$ cat config.mk
export PLATFORM = sky130hd
export DESIGN_NAME = stall_injector
export DESIGN_NICKNAME = d
export VERILOG_FILES = /design/src/rtl/stall_inj_pkg.sv /design/src/rtl/stall_inj_timer.sv /design/src/rtl/stall_inj_lfsr.sv /design/src/rtl/stall_inj_point.sv /design/src/rtl/stall_injector.sv
export SDC_FILE = /design/constraint.sdc
export NUM_CORES = 1
export LEC_CHECK = 0
export BUFFER_PORTS_ARGS = -buffer_cell sky130_fd_sc_hd__buf_2
export CAP_MARGIN = 10
export CORE_ASPECT_RATIO = 0.8
export CORE_UTILIZATION = 35
export CTS_BUF_LIST = sky130_fd_sc_hd__clkbuf_8
export CTS_CLUSTER_SIZE = 12
export DETAILED_ROUTE_END_ITERATION = 6
export SYNTH_ARGS = -nofsm -noshare
export SYNTH_HDL_FRONTEND = slang
export SYNTH_SLANG_ARGS = --single-unit
$ cat constraint.sdc
create_clock -name clk -period 1.85 [get_ports clk]
set_input_delay 0.2775 -clock clk [delete_from_list [all_inputs] [get_ports clk]]
set_output_delay 0.2775 -clock clk [all_outputs]
set_load 0.02 [all_outputs]
$ cat src/rtl/stall_inj_pkg.sv
package stall_inj_pkg;

   localparam int NUM_POINTS = 3;
   localparam int PT_NZ_RD   = 0;
   localparam int PT_NZ_WR   = 1;
   localparam int PT_NML_WR  = 2;

   typedef enum logic [1:0] {
      DUTY_ALL     = 2'd0,
      DUTY_3Q      = 2'd1,
      DUTY_HALF    = 2'd2,
      DUTY_1Q      = 2'd3
   } duty_t;

   // first LFSR bit sampled by point idx
   function automatic int pick_a(input int idx, input int width);
      return (3 * idx + 1) % width;
   endfunction

   // second LFSR bit, half a register away from the first
   function automatic int pick_b(input int idx, input int width);
      return (3 * idx + 1 + width / 2) % width;
   endfunction

   // Fibonacci feedback masks for supported widths (bit k = tap k+1)
   function automatic logic [31:0] tap_mask(input int width);
      logic [31:0] m;
      m = '0;
      case (width)
         8:  m = 32'h0000_00B8;  // taps 8,6,5,4
         16: m = 32'h0000_B400;  // taps 16,14,13,11
         24: m = 32'h00E1_0000;  // taps 24,23,22,17
         32: m = 32'h8020_0003;  // taps 32,22,2,1
         default: m = '0;
      endcase
      return m;
   endfunction

endpackage

$ cat src/rtl/stall_inj_timer.sv
module stall_inj_timer #(
   parameter int GAP_W = 12
) (
   input  logic             clk,
   input  logic             rst_n,
   input  logic [GAP_W-1:0] gap,
   output logic             tick
);

   generate
      if (GAP_W < 1 || GAP_W > 31) begin : g_bad_width
         $error("stall_inj_timer: GAP_W out of range");
      end
   endgenerate

   logic [GAP_W-1:0] cnt_q;

   // ">=" lets a shrunk interval take effect at once instead of wrapping
   assign tick = (cnt_q >= gap);

   always_ff @(posedge clk) begin
      if (!rst_n) begin
         cnt_q <= '0;
      end else if (tick) begin
         cnt_q <= '0;
      end else begin
         cnt_q <= cnt_q + 1'b1;
      end
   end

endmodule

$ cat src/rtl/stall_inj_lfsr.sv
module stall_inj_lfsr
   import stall_inj_pkg::*;
#(
   parameter int          WIDTH = 16,
   parameter logic [31:0] SEED  = 32'h0000_ACE1
) (
   input  logic             clk,
   input  logic             rst_n,
   input  logic             step,
   output logic [WIDTH-1:0] state
);

   localparam logic [31:0]      MASK32   = tap_mask(WIDTH);
   localparam logic [WIDTH-1:0] MASK     = MASK32[WIDTH-1:0];
   localparam logic [WIDTH-1:0] SEED_W   = SEED[WIDTH-1:0];

   generate
      if (MASK32 == 32'd0) begin : g_bad_width
         $error("stall_inj_lfsr: unsupported WIDTH");
      end
      if (SEED_W == '0) begin : g_bad_seed
         $error("stall_inj_lfsr: SEED must be nonzero");
      end
   endgenerate

   logic             fb;
   logic [WIDTH-1:0] nxt;
   logic [WIDTH-1:0] state_q;

   assign fb  = ^(state_q & MASK);
   assign nxt = {state_q[WIDTH-2:0], fb};

   always_ff @(posedge clk) begin
      if (!rst_n) begin
         state_q <= SEED_W;
      end else if (step) begin
         // lock-up guard: reload the seed rather than stick at zero
         state_q <= (nxt == '0) ? SEED_W : nxt;
      end
   end

   assign state = state_q;

endmodule

$ cat src/rtl/stall_inj_point.sv
module stall_inj_point
   import stall_inj_pkg::*;
#(
   parameter int WIDTH = 16,
   parameter int BIT_A = 1,
   parameter int BIT_B = 9
) (
   input  logic             clk,
   input  logic             rst_n,
   input  logic             step,
   input  logic [1:0]       weight,
   input  logic [WIDTH-1:0] rnd,
   output logic             stall_q
);

   generate
      if (BIT_A == BIT_B) begin : g_same_bits
         $error("stall_inj_point: the two sampled bits must differ");
      end
      if (BIT_A < 0 || BIT_A >= WIDTH || BIT_B < 0 || BIT_B >= WIDTH) begin : g_bad_bits
         $error("stall_inj_point: sampled bit out of range");
      end
   endgenerate

   logic  bit_a;
   logic  bit_b;
   logic  decide;
   duty_t duty;

   assign bit_a = rnd[BIT_A];
   assign bit_b = rnd[BIT_B];
   assign duty  = duty_t'(weight);

   always_comb begin
      unique case (duty)
         DUTY_ALL:  decide = 1'b1;
         DUTY_3Q:   decide = bit_a | bit_b;
         DUTY_HALF: decide = bit_a;
         DUTY_1Q:   decide = bit_a & bit_b;
         default:   decide = 1'b1;
      endcase
   end

   always_ff @(posedge clk) begin
      if (!rst_n) begin
         stall_q <= 1'b0;
      end else if (step) begin
         stall_q <= decide;
      end
   end

endmodule

$ cat src/rtl/stall_injector.sv
module stall_injector
   import stall_inj_pkg::*;
#(
   parameter int          LFSR_W = 16,
   parameter logic [31:0] SEED   = 32'h0000_ACE1,
   parameter int          GAP_W  = 12
) (
   input  logic                    clk,
   input  logic                    rst_n,
   input  logic [NUM_POINTS-1:0]   pt_enable,
   input  logic [2*NUM_POINTS-1:0] pt_weight,
   input  logic [GAP_W-1:0]        step_gap,
   output logic [NUM_POINTS-1:0]   pt_stall
);

   logic                  step_tick;
   logic [LFSR_W-1:0]     lfsr_q;
   logic [NUM_POINTS-1:0] point_q;

   stall_inj_timer #(
      .GAP_W (GAP_W)
   ) u_timer (
      .clk   (clk),
      .rst_n (rst_n),
      .gap   (step_gap),
      .tick  (step_tick)
   );

   stall_inj_lfsr #(
      .WIDTH (LFSR_W),
      .SEED  (SEED)
   ) u_lfsr (
      .clk   (clk),
      .rst_n (rst_n),
      .step  (step_tick),
      .state (lfsr_q)
   );

   generate
      for (genvar p = 0; p < NUM_POINTS; p++) begin : g_point
         stall_inj_point #(
            .WIDTH (LFSR_W),
            .BIT_A (pick_a(p, LFSR_W)),
            .BIT_B (pick_b(p, LFSR_W))
         ) u_point (
            .clk     (clk),
            .rst_n   (rst_n),
            .step    (step_tick),
            .weight  (pt_weight[2*p +: 2]),
            .rnd     (lfsr_q),
            .stall_q (point_q[p])
         );
      end
   endgenerate

   // enable gates the registered decision so a disable acts in the same cycle
   assign pt_stall = point_q & pt_enable;

endmodule

Yosys cells after proc, flatten, opt, wreduce, memory -nomap -nowiden. Index checks and enable logic that the tools add are counted.

Flip-flop bits (word level): 31. Input bits: 23. Output and inout port bits: 3. Word-level logic and storage cells: 34.

Add/subtract/negate cells: 1. Magnitude comparators: 1. Eq/ne operators: 9. Mux-type cells: 4. Bitwise logic cells: 8. Reductions and logical operators: 6.

Operator list (count): $logic_not A16 Y1 (1); $mux W16 (1); $reduce_xor A16 Y1 (1); $add A12 B1 Y12 const B (1); $eq A2 B2 Y1 const B (6); $ge A12 B12 Y1 (1); $pmux W1 S4 (3); $eq A2 B1 Y1 const B (3); $logic_not A2 Y1 (3); $and A1 B1 Y1 (3); $and A3 B3 Y3 (1); $or A1 B1 Y1 (3); $reduce_or A2 Y1 (1); $not A1 Y1 (1).

Longest topological paths before layout.
Depth in word-level cells: 3. Gate-level depth with buffers: 8. Mapped depth without buffers: 7.

Cells and area by module. Synthesis repeated with hierarchy kept, for this count alone.

Cell total of the unflattened synthesis: 171. Area, all modules: 1679.1 um2.

By module, submodules not included: stall_inj_timer (times used 1, cells each 96, area an instance 845.8 um2, seq. area each 240.2 um2); stall_inj_lfsr (times used 1, cells each 54, area an instance 626.9 um2, seq. area each 320.3 um2); stall_inj_point (times used 3, cells each 6, area an instance 62.6 um2, seq. area each 20.0 um2); stall_injector (times used 1, cells each 3, area an instance 18.8 um2, seq. area each 0.0 um2).

Least setup slack after synthesis. Ideal clock, no wire load.

Path type: flip-flop to flip-flop. Start point: register u_timer.cnt_q[2]. End point: register u_lfsr.state_q[0], in the netlist u_lfsr.state[0]. Setup time: 0.121 ns. Data arrival time: 1.746 ns. Required time: 1.729 ns. Slack: -0.017 ns. Stages on the path, launching flop included: 8. Path buffers: 1. Clock period less this slack: 1.867 ns. Cell sequence: dfxtp_1 > ha_1 > a211oi_1 > o21ai_1 > a41oi_2 > o21a_1 > buf_6 > mux2_4.

Word-level cells in the longest chain between the ends: 1.

Ends and longest elaborated chain: start: declaration (line stall_inj_timer.sv:16) `logic [GAP_W-1:0] cnt_q;`; start signal: assignment (line stall_inj_timer.sv:27) `cnt_q <= cnt_q + 1'b1;`; $ge A12 B12 Y1 (line stall_inj_timer.sv:19) `assign tick = (cnt_q >= gap);`; end signal: assignment (line stall_inj_lfsr.sv:38) `state_q <= (nxt == '0) ? SEED_W : nxt;`; end: declaration (line stall_inj_lfsr.sv:28) `logic [WIDTH-1:0] state_q;`.

No other way between the ends. A chain may end at the register's enable or synchronous reset.

Final worst setup path.
Start point: register u_timer.cnt_q[2]. End point: register u_lfsr.state_q[9], in the netlist u_lfsr.state[9].

The elaborated chain is that of the path after synthesis.

==> impl_metrics.toml <==
[floorplan]
row_count = 22
chipHeight_um = 63.6
die_area_um2 = 5030
core_area_um2 = 4570
dieWidth_um = 79.0
start_util = 0.364
io_pins = 26

[placement]
dp.cells = 282
dpl.hpwl_mm = 2.29
pre_cts_ws_ps = -93.4
gp_congestion = 0.712
portBuffers = 25

[synthesis]
yosys-top-cells-area = "dfxtp_1, mux2i_1, ha_1, nand2_1, nor2_1"
async_flop_share = 0
synthTopCellsByCount = "dfxtp_1, nand2_1, nor2_1"
syn_area_um2 = 1660
yosysSeqAreaShare = 0.373
ys_ff_latch = 31
synth_area_leader_cell = "dfxtp_1"
synth_fp_nets = 226
synth-main-ff-cell = "dfxtp_1"
synth_most_common_cell = "dfxtp_1"
synth_edf_count = 0
synth_top_area_frac = 0.373
syn_inst = 190
ys_warn_count = 0
avgSynthCellArea_um2 = 8.75
yosysUniqueCellTypes = 32

[timing]
final_max_slew_viol_count = 0
period_share = 0.977
grt_setup_unrepaired = "yes"
fin_crit_ps = 1810
tightest_slew_ps = 521
setup_violations = 0
hold_viol = 0
layout_setup_ws_ps = 42.2
max_freq_mhz = 553
timing.hold.ws_ps = 301
setup_tns_ps = 0
clock_skew_ps = 4.26
max-slew-margin-rel = 0.650

[global_route]
antenna_found_initial = 0
grt_pass1_wl_mm = 5.68
grt_pass1_vias = 1253
grt_max_degree = 22
grt_usage = 0.152
overflow = 0

[critical_path]
crit_type = "register to register"
worstSetupEndpointType = "register"
crit_path_max_fanout = 6
cp.arrival_ps = 2030
cp-start-kind = "register"
required_ps = 2070

[power_and_ir_drop]
p_total_mw = 1.52
ir_drop_uv = 341
p_leak_nw = 0.968
power_density_nw_per_um2 = 698

[cells_and_area]
diodes = 0
final_cell_count_no_fill = 293
layout-drive-gt1-share = 0.288
syn2layout_area_growth_pct = 30.8
multi_input_area_um2 = 1050
n_fill_cell = 467
register_area_um2 = 624
final_nets = 268

[detailed_routing]
ant_nets = 0
avgViaCountPerCell = 4.65
wl_per_cell_um = 11.6
via_count = 1363
drtIter0Drc = 52
drc = 0
drt_pass1_iterations = 4
drt-total-wl_mm = 3.39

[flow_run]
drv_cap = 0

[clocking]
clk_path_buf_depth = 2
cts_tree = "yes"
clock-sinks = 31
cts_made_buffers = 5
cts-root-buf = "clkbuf_8"
holdBufCountCts = 0
clkLatencyLatePin_ps = 290
path_clk_slew_ps = 70
htreeDepth = 2

[worst_hold_path]
hp-class = "input pin to register"

[run_status]
status = "completed"
==> cell usage in the layout, fill, tap and decap left out <==
master     netlist  final
o21ai_4          0      1
clkinv_2         0      1
o21ai_1          2      2
and2_1           3      3
nor2b_1          4      3
mux2i_1         18     18
nor4_1           3      3
a41oi_2          1      1
nor2b_2          0      1
nand3_1          5      5
buf_6            2      1
and3_1           3      3
dfxtp_1         31     28
clkinv_1         1      1
ha_1            13      8
nor3_2           1      1
inv_1           12     12
nand4_1          3      3
xnor2_1          6      6
a21oi_2          0      3
dfxtp_2          0      3
nand2b_1         1      1
nand2_1         23     23
clkbuf_8         0      6
xor2_1           7      7
o21ai_2          1      1
ha_4             0      5
or3b_1           1      1
o21a_1           1      1
a211oi_2         0      1
bufinv_16        0      1
buf_2            1     25
mux2_4           1      1
o211ai_1         3      3
nor2_1          22     22
buf_4            0     14
nor3_1          11     11
buf_12           0      1
a21o_1           2      2
==> state kept, by name, summed over array words and instances (netlist names) <==
register / cells
u_lfsr.state: 16
u_timer.cnt_q: 12
g_point.u_point.stall_q: 3
==> worst max-delay path, cell delays in order (launching register included) <==
cell and delay [ps]:
dfxtp_2 360, ha_4 200, a211oi_2 200, o21ai_2 80, a41oi_2 270, o21a_1 250
buf_6 160, mux2i_1 190
==> routing by layer <==
metal  track usage  routed length [um]
met1         0.198                1750
met2         0.216                1440
met3        0.0580                 121
met4        0.0750                  75
met5             0                   0
==> power by group <==
group | switching [mW] | internal (mW)
combinational | 0.0640 | 0.0642
sequential | 0.00659 | 0.675
clock | 0.272 | 0.436
==> what timing repair did <==
| action | in CTS | in global routing |
|---|---|---|
| endpoints found under the hold margin | 0 | 0 |
| resized for setup | 1 | 17 |
| cloned | 0 | 0 |
| pin swaps | 1 | 5 |
| setup buffers | 0 | 4 |
| setup endpoints to repair | 5 | 27 |
==> cell type report <==
cell class / instances / area share
clock buffers: 6 / 0.0380
clock inverters: 2 / 0.0161
inverters: 13 / 0.0225
multi-input cells: 140 / 0.481
flip-flops and latches: 31 / 0.287
well taps: 60 / 0.0345
repair buffers: 41 / 0.120
==> worst paths after layout <==
path | start | to | slack [ps] | depth (start not counted)
max | u_timer.cnt_q[2]$_SDFF_PP0_ | u_lfsr.state[9]$_SDFFE_PN0P_ | 40 | 7
min | pt_weight[3] | g_point[1].u_point.stall_q$_SDFFE_PN0P_ | 300 | 4
max reg2reg | u_timer.cnt_q[2]$_SDFF_PP0_ | u_lfsr.state[9]$_SDFFE_PN0P_ | 40 | 7
min reg2reg | g_point[1].u_point.stall_q$_SDFFE_PN0P_ | g_point[1].u_point.stall_q$_SDFFE_PN0P_ | 450 | 2
==> per-stage QoR <==
stage          utilization  cell area [um2]
2_1_floorplan            -             1660
3_3_place_gp         0.423             1930
3_5_place_dp         0.423             1930
4_1_cts              0.450             2050
5_1_grt              0.476             2170
6_report             0.476             2170
==> cell families (layout without fill, tap and decap cells) <==
logic type	Yosys count	in the layout	share of synthesized area
AO/OA/AOI/OAI	15	15	0.0648
XOR/XNOR	13	13	0.0685
adder cells (fa/ha/maj)	13	13	0.0979
buffers and inverters	19	62	0.0527
flip-flops	31	31	0.373
multiplexers	19	19	0.117
AND/OR/NAND/NOR	80	80	0.225
(Power assumes the default switching activity.)
